<file path="src/rtl/simd_sat_adder.sv">
module simd_sat_adder #(
  parameter int DATA_W = 64
) (
  input  logic [DATA_W-1:0]   op_a,
  input  logic [DATA_W-1:0]   op_b,
  input  logic [1:0]          lane_sz,
  input  logic                sub_en,
  input  logic                signed_en,
  input  logic                sat_en,
  output logic [DATA_W-1:0]   sum_o,
  output logic [DATA_W/8-1:0] ovf_o
);
  localparam int NB = DATA_W / 8;
  localparam int IW = $clog2(NB);

  // byte index mask inside a lane: 0 for bytes, 1 for halfwords, 3 for words
  logic [IW-1:0] lmask;
  assign lmask = (lane_sz == 2'b00) ? IW'(0) :
                 (lane_sz == 2'b01) ? IW'(1) : IW'(3);

  logic [NB:0]   cy;
  logic [NB-1:0] cin_v;
  logic [7:0]    raw [NB];
  logic [NB-1:0] top_ov;
  logic [NB-1:0] top_neg;

  always_comb begin
    cy[0] = 1'b0;
    for (int i = 0; i < NB; i++) begin
      cin_v[i] = ((IW'(i) & lmask) == '0) ? sub_en : cy[i];
      {cy[i+1], raw[i]} = {1'b0, op_a[8*i +: 8]}
                        + {1'b0, op_b[8*i +: 8] ^ {8{sub_en}}}
                        + {8'b0, cin_v[i]};
    end
  end

  // overflow and clamp direction, as seen if byte j were a lane's top byte
  always_comb begin
    for (int j = 0; j < NB; j++) begin
      if (signed_en) begin
        top_ov[j]  = sub_en ?
          ((op_a[8*j+7] != op_b[8*j+7]) && (raw[j][7] != op_a[8*j+7])) :
          ((op_a[8*j+7] == op_b[8*j+7]) && (raw[j][7] != op_a[8*j+7]));
        top_neg[j] = op_a[8*j+7];
      end else begin
        top_ov[j]  = sub_en ? ~cy[j+1] : cy[j+1];
        top_neg[j] = sub_en;
      end
    end
  end

  always_comb begin
    for (int i = 0; i < NB; i++) begin
      logic [IW-1:0] t;
      t = IW'(i) | lmask;
      ovf_o[i] = ((IW'(i) & lmask) == '0) && top_ov[t];
      if (sat_en && top_ov[t]) begin
        if (signed_en && (t == IW'(i)))
          sum_o[8*i +: 8] = top_neg[t] ? 8'h80 : 8'h7F;
        else
          sum_o[8*i +: 8] = top_neg[t] ? 8'h00 : 8'hFF;
      end else begin
        sum_o[8*i +: 8] = raw[i];
      end
    end
  end

  always_comb begin
    for (int j = 0; j < NB; j++) begin
      if ((IW'(j) & lmask) != '0)
        assert_flag_lowbyte_R7: assert (!ovf_o[j]);
      if (lane_sz == 2'b00 && signed_en && !sub_en &&
          op_a[8*j+7] != op_b[8*j+7])
        assert_no_opp_ovf_R5: assert (!ovf_o[j]);
      if (lane_sz == 2'b00 && !signed_en && sat_en && !sub_en)
        assert_usat_add_R8: assert (sum_o[8*j +: 8] >= op_a[8*j +: 8]);
      if (lane_sz == 2'b00 && !signed_en && sat_en && sub_en)
        assert_usat_sub_R8: assert (sum_o[8*j +: 8] <= op_a[8*j +: 8]);
      if (lane_sz == 2'b00 && signed_en && sat_en && ovf_o[j])
        assert_ssat_bound_R9: assert (sum_o[8*j +: 8] == 8'h7F ||
                                      sum_o[8*j +: 8] == 8'h80);
    end
  end
endmodule

</file>
<file path="config.mk">
export PLATFORM = sky130hd
export DESIGN_NAME = simd_sat_adder
export DESIGN_NICKNAME = d
export VERILOG_FILES = /design/src/rtl/simd_sat_adder.sv
export SDC_FILE = /design/constraint.sdc
export NUM_CORES = 1
export LEC_CHECK = 0
export ABC_AREA = 1
export CAP_MARGIN = 20
export CELL_PAD_IN_SITES_DETAIL_PLACEMENT = 0
export CELL_PAD_IN_SITES_GLOBAL_PLACEMENT = 1
export CORE_UTILIZATION = 41
export DETAILED_ROUTE_END_ITERATION = 12
export DONT_BUFFER_PORTS = 1
export PLACE_DENSITY_LB_ADDON = 0.1
export SLEW_MARGIN = 20
export SYNTH_ARGS = -nofsm -noshare
export SYNTH_HDL_FRONTEND = slang
export SYNTH_SLANG_ARGS = --single-unit
</file>
<file path="constraint.sdc">
create_clock -name vclk -period 10.7
set_input_delay 2.14 -clock vclk [all_inputs]
set_output_delay 2.14 -clock vclk [all_outputs]
set_load 0.005 [all_outputs]
</file>
==> results.cfg, run 1 <==
[outcome]
outcome = completed

[timing]
setup_tns_ns = 0
slew_headroom = 0.591
worst_slack_ns = 0.577
setup_viol = 0
drv_slew = 0
period_needed_ns = 10.12
fin_crit_sh = 0.946
grt_setup_unrepaired = false
hold_viol = 0
worst_pin_slew_ns = 0.613
fin_hold_ws_ns = 4.33
fmax_mhz = 98.8

[place]
dpl-instance-area_mm2 = 0.00494
place_ws_ns = 0.128
gp_congestion = 0.836
io_buffers = 0
dp_hpwl_um = 11400

[worst_hold_path]
hold_class = in -> out
whs_path_depth = 1

[floorplan]
rows = 39
start_util = 0.419
die_h_um = 110
die_w_um = 110
die-area_mm2 = 0.0121
core_area_mm2 = 0.0114
top_level_ports = 205

[logic_synthesis]
ys_seq_area_frac = 0
netlist.area_leader.share = 0.195
yosys.cell_types.count = 42
yosys.area.top_type = nand2_1
synth_area_mm2 = 0.00479
synth_common_cells = 249 x nand2_1, 96 x inv_1, 66 x xor2_1
synth_area_leaders = nand2_1 20%, ha_1 16%, xor2_1 12%, inv_1 7.5%, fa_1 5.9%
synth.net_count = 1003
yosys_warnings = 0
synth.most_common_cell = nand2_1
avgSynthCellArea_um2 = 6.03
synthCells = 794

[grt]
grt_pass1_vias = 4420
antenna_found_initial = 0
grt_max_degree = 66
grt_use_met1 = 0.283
busiest_layer = met2
grt_remaining_overflow = 0
grtUsageMet3 = 0.0282
grtUsageTotal = 0.212
grt_pass1_wl_um = 20800
globalRouteMet2Util = 0.377

[power_and_ir_drop]
p_total_uw = 414
power.density_mw_per_mm2 = 83.1
vdd_drop_max_uv = 34.7
leakage_uw = 0.00275

[layout]
nFillCells = 1256
fin_area_mm2 = 0.00498
syn2layout_area_growth_pct = 4.08
clkbuf_count = 0
seq_cell_count = 0
regArea_um2 = 0
drive_above_1_share = 0.0596
nets = 999
multi_input_area_mm2 = 0.00440
antenna_cells = 0

[critical_path]
crit_path_top_delay_cell = fa_1
required_ns = 8.56
worst_setup_path_start_kind = primary input
arrival_ns = 7.98
slowest_delay_ns = 0.44
worst-path-max-fanout = 65
crit_top_cell = nand2_1
path_class = in -> out
end_kind = output pin

[drt]
drc = 0
routed_wl_um = 13500
drtIter0Drc = 245
dr.pass1.iters = 5
wl_per_cell_um = 14.5
antenna_left = 0
vias = 4879
routed_via_density = 5.24

[clock_network]
cts_hold_buf = 0
cts_setup_buffers = 0
cts_resized = 0

[run]
drv_cap = 0
-- worst max-delay path, delay by kind of cell --
| family | cells | cell delay [ns] |
|---|---|---|
| compound gates | 5 | 1.09 |
| xor+xnor | 1 | 0.24 |
| fa+ha+maj | 7 | 2.46 |
| buf+inv | 4 | 0.32 |
| simple gates | 16 | 1.71 |
-- placed cells by master, fill, tap and decap left out, types with 9 or more instances in the layout --
cell type and n:
fa_1 10, inv_1 96, nand2_1 247, a21oi_1 44
nand4_1 9, nand3_1 51, ha_1 62, xor2_1 66
xnor2_1 31, a31oi_1 11, nand2_2 9, nor2_1 38
o21ai_0 44
-- final timing paths --
path | startpoint | end | slack, ns
worst max-delay path | sub_en | sum_o[7] | 0.58
worst min-delay path | lane_sz[1] | ovf_o[2] | 4.33
-- logic make-up after synthesis --
group	Yosys count	synth area share
and+or+nand+nor	379	0.344
AOI/OAI and AO/OA	129	0.154
buffers and inverters	109	0.0902
xor gates and xnor gates	101	0.191
adders and majority gates	76	0.221
-- power breakdown --
part           leakage (uW)  switching (uW)  internal [uW]
clock network             0               0              0
logic               0.00275             255            159
registers                 0               0              0
total               0.00275             255            159
-- final cells by class --
cell class         instances  area share
multi-input cells        685       0.883
well taps                143      0.0359
inverters                 98      0.0738
repair buffers             5     0.00753
-- per-layer routing --
metal / wire, um / part of all wire
met5: 0 / 0
met4: 25 / 0.0019
met3: 850 / 0.063
met2: 6360 / 0.47
met1: 6250 / 0.46
-- per-stage QoR --
step | utilization | cells
finish | 0.436 | 931
CTS | 0.433 | 931
global placement | 0.433 | 931
floorplan | - | 794
global route | 0.436 | 931
detailed placement | 0.433 | 931
Note: power is estimated with default switching activity, not from simulation.
==> run 2: changes to the inputs <==
- CORE_UTILIZATION: 41 -> 45
- clock period: 10.7 -> 10.3 ns (I/O delays scaled with it)
==> results.cfg, run 2 (same netlist as run 1, synthesis figures left out) <==
[layout]
antenna_cells = 0
nets = 1007
seq_cell_count = 0
clkbuf_count = 0
final_core_util = 0.492
regArea_um2 = 0
most-common-layout-cells = 246 x nand2_1, 96 x inv_1, 66 x xor2_1
final_common_cell = nand2_1
drive_above_1_share = 0.0741
syn2layout_area_growth_pct = 6.01
nFillCells = 1108

[drt]
vias = 4990
dr.pass1.iters = 5
antenna_left = 0
drc = 0
wl_per_cell_um = 14.3
routed_wl_um = 13400
routed_via_density = 5.35
drtIter0Drc = 230

[timing]
worst_pin_slew_ns = 0.703
fin_hold_ws_ns = 4.17
period_needed_ns = 9.89
setup_viol = 0
setup_tns_ns = 0
drv_slew = 0
worst_slack_ns = 0.415
hold_viol = 0
slew_headroom = 0.531
fin_crit_sh = 0.960
fmax_mhz = 101

[power_and_ir_drop]
p_total_uw = 441
power.internal_uw = 173
power.density_mw_per_mm2 = 86.8
sw_frac_of_total = 0.608
seqPwrFrac = 0
leakage_uw = 0.00280
clkPwrFrac = 0
power_frac_comb = 1.000
net-switching-power_uw = 268
vdd_drop_max_uv = 42.7

[floorplan]
start_util = 0.464
die_h_um = 105
core_area_mm2 = 0.0103
top_level_ports = 205
die_w_um = 105
rows = 37
die-area_mm2 = 0.0111

[critical_path]
end_kind = output pin
critPathTopFamily = adder cells
arrival_ns = 7.83
worst_setup_path_start_kind = primary input
path_class = in -> out
crit_top_cell = nand2_1
required_ns = 8.24
critPathBufInv = 5
worst-path-max-fanout = 65
slowest_delay_ns = 0.44
crit_path_top_delay_cell = fa_1

[place]
io_buffers = 0
dp_hpwl_um = 11300
place_ws_ns = -0.123
gp_congestion = 0.883

[outcome]
outcome = completed

[grt]
antenna_found_initial = 0
grtUsageTotal = 0.230
grt_pass1_vias = 4683
grt_remaining_overflow = 0
grt_pass1_wl_um = 21400
grt_max_degree = 66

[run]
drv_cap = 0

[worst_hold_path]
hold_class = in -> out
[run 2: cell count changes in the layout (fill, tap and decap cells not counted), moves of 2 or more]
cell     previous run  this run
o21ai_2             4         6
nand2_4             2         4
buf_4               5        11
o21ai_0            44        42
[run 2: layout make-up]
type | count | area [um^2] | area share
inverters | 98 | 368 | 0.0725
repair buffers | 12 | 103 | 0.0202
multi-input cells | 686 | 4440 | 0.874
well taps | 136 | 170 | 0.0335
[run 2: power groups by stage]
stage	clock (uW)	combinational (uW)	sequential, uW
after detailed placement	0	428	0
final	0	441	0
after floorplan	0	350	0
after global routing	0	503	0
after global placement	0	422	0
after CTS	0	430	0
[run 2: worst paths after layout]
path / slack, ns / from / depth (start not counted) / to
max: 0.41 / sub_en / 35 / sum_o[7]
min: 4.17 / lane_sz[1] / 1 / ovf_o[2]
[run 2: per-layer routing]
metal,up-vias,global-route usage,part of all wire
li1,2587,-,-
met1,2256,0.297,0.45
met2,139,0.420,0.48
met3,8,0.0243,0.054
met4,0,0.0272,0.0089
met5,-,0,0
[run 2: stage by stage]
step,instances,cell area (um^2)
floorplan,794,4790
global placement,930,4980
detailed placement,930,4980
CTS,930,4980
global route,932,5080
finish,932,5080
[run 2: what timing repair did]
action | CTS | global route
gates resized for setup | 2 | 25
hold buffers | 0 | 0
cloned | 0 | 1
pin swaps | 0 | 3
buffers inserted | 0 | 1
setup endpoints to repair | 31 | 68
endpoints found under the hold margin | 0 | 0
==> run 3: changes to the inputs <==
- BUFFER_PORTS_ARGS: unset -> -buffer_cell sky130_fd_sc_hd__buf_2
- CAP_MARGIN: 20 -> unset
- CORE_ASPECT_RATIO: unset -> 0.8
- CORE_UTILIZATION: 45 -> 34
- DONT_BUFFER_PORTS: 1 -> unset
==> results.cfg, run 3 (same netlist as run 1, synthesis figures left out) <==
[outcome]
outcome = completed

[grt]
grt_pass1_wl_um = 23800
grtUsageTotal = 0.197
grt_max_degree = 21
antenna_found_initial = 1
grt_pass1_vias = 5086
grt_remaining_overflow = 0

[layout]
syn2layout_area_growth_pct = 38.5
regArea_um2 = 0
drive_above_1_share = 0.315
instances_no_fill = 1229
seq_cell_count = 0
clkbuf_count = 0
nets = 1259
final_common_cell = nand2_1
most-common-layout-cells = 245 x nand2_1, 204 x buf_2, 94 x inv_1

[power_and_ir_drop]
vdd_drop_max_uv = 40.6
power.density_mw_per_mm2 = 89.7
power_frac_comb = 1.000
leakage_uw = 0.00388
clkPwrFrac = 0
net-switching-power_uw = 322
power.internal_uw = 273
sw_frac_of_total = 0.541
seqPwrFrac = 0

[floorplan]
die_w_um = 135
core_area_mm2 = 0.0136
rows = 38
die-area_mm2 = 0.0146
start_util = 0.351
top_level_ports = 205
die_h_um = 108

[drt]
antenna_left = 0
routed_wl_um = 15300
dr.pass1.iters = 4
vias = 5717
drc = 0
drtIter0Drc = 188
wl_per_cell_um = 12.4
routed_via_density = 4.65

[timing]
setup_viol = 0
worst_slack_ns = 0.315
hold_viol = 0
fmax_mhz = 100
slew_headroom = 0.363
worst_pin_slew_ns = 0.952
drv_slew = 0
fin_crit_sh = 0.969
period_needed_ns = 9.99

[place]
numPlacedInstances = 1223
place_ws_ns = -0.217
dp_hpwl_um = 13000
io_buffers = 205
gp_congestion = 0.840

[critical_path]
crit_top_cell = fa_2
required_ns = 8.24
cp-startpoint = sub_en
worst_setup_path_start_kind = primary input
crit_path_top_delay_cell = fa_2
crit_end = sum_o[44]
slowest_delay_ns = 0.43
end_kind = output pin
arrival_ns = 7.93
worst-path-max-fanout = 12
path_class = in -> out

[run]
drv_cap = 0

[worst_hold_path]
hold_class = in -> out
whs_path_depth = 5
min_from = op_a[0]
## run 3: changes by cell type in the layout (fill, tap and decap cells not counted), moves of 3 or more
cell / delta
buf_2: +204
buf_4: +47
fa_1: -7
fa_2: +7
o21ai_0: -5
nand3_1: -4
nand3_2: +3
o21ai_2: +3
## run 3: what timing repair did
action | 4_1_cts | 5_1_grt
pin swaps | 0 | 21
setup buffers | 0 | 4
hold buffers | 0 | 0
endpoints found under the setup margin | 56 | 69
endpoints found under the hold margin | 0 | 0
cloned | 0 | 1
gates resized for setup | 5 | 52
## run 3: area by class of cell
cell class | instances | area [um^2]
fillers | 1466 | 7010
diodes | 1 | 2.50
inverters | 98 | 368
multi-input cells | 686 | 4550
well taps | 180 | 225
repair buffers | 264 | 1490
## run 3: per-layer routing
metal / up-vias / track usage / share of wire
met4: 0 / 0.0169 / 0.0093
met3: 8 / 0.00750 / 0.035
met1: 2476 / 0.285 / 0.51
li1: 3098 / - / -
met5: - / 0 / 0
met2: 135 / 0.332 / 0.45
## run 3: worst min-delay path by stage
stage,endpoint,slack [ns]
floorplan,sum_o[55],4.23
CTS,sum_o[0],4.49
finish,sum_o[0],4.49
global placement,sum_o[0],4.49
detailed placement,sum_o[0],4.49
global route,sum_o[0],4.53
## run 3: power groups by stage
stage / clock [uW] / combinational [uW] / sequential [uW]
2_1_floorplan: 0 / 350 / 0
3_3_place_gp: 0 / 569 / 0
3_5_place_dp: 0 / 567 / 0
4_1_cts: 0 / 571 / 0
5_1_grt: 0.0000130 / 673 / 0
6_report: 0.0000130 / 595 / 0
## run 3: worst max-delay path: cells and delay by family
| kind | cells | cell delay [ns] |
|---|---|---|
| AO/OA/AOI/OAI | 7 | 0.73 |
| XOR/XNOR | 1 | 0.15 |
| adder cells (fa/ha/maj) | 7 | 2.43 |
| buffers and inverters | 5 | 0.60 |
| AND/OR/NAND/NOR | 18 | 1.92 |
## run 3: stage by stage
stage / utilization / instance area [um^2] / setup TNS (ns) / hold slack, ns / power [uW]
global placement: 0.468 / 6390 / -0.757 / 4.49 / 569
finish: 0.486 / 6630 / 0 / 4.49 / 595
detailed placement: 0.468 / 6390 / -6.18 / 4.49 / 567
global route: 0.486 / 6630 / -1.09 / 4.53 / 673
CTS: 0.469 / 6390 / 0 / 4.49 / 571
floorplan: - / 4790 / 0 / 4.23 / 350
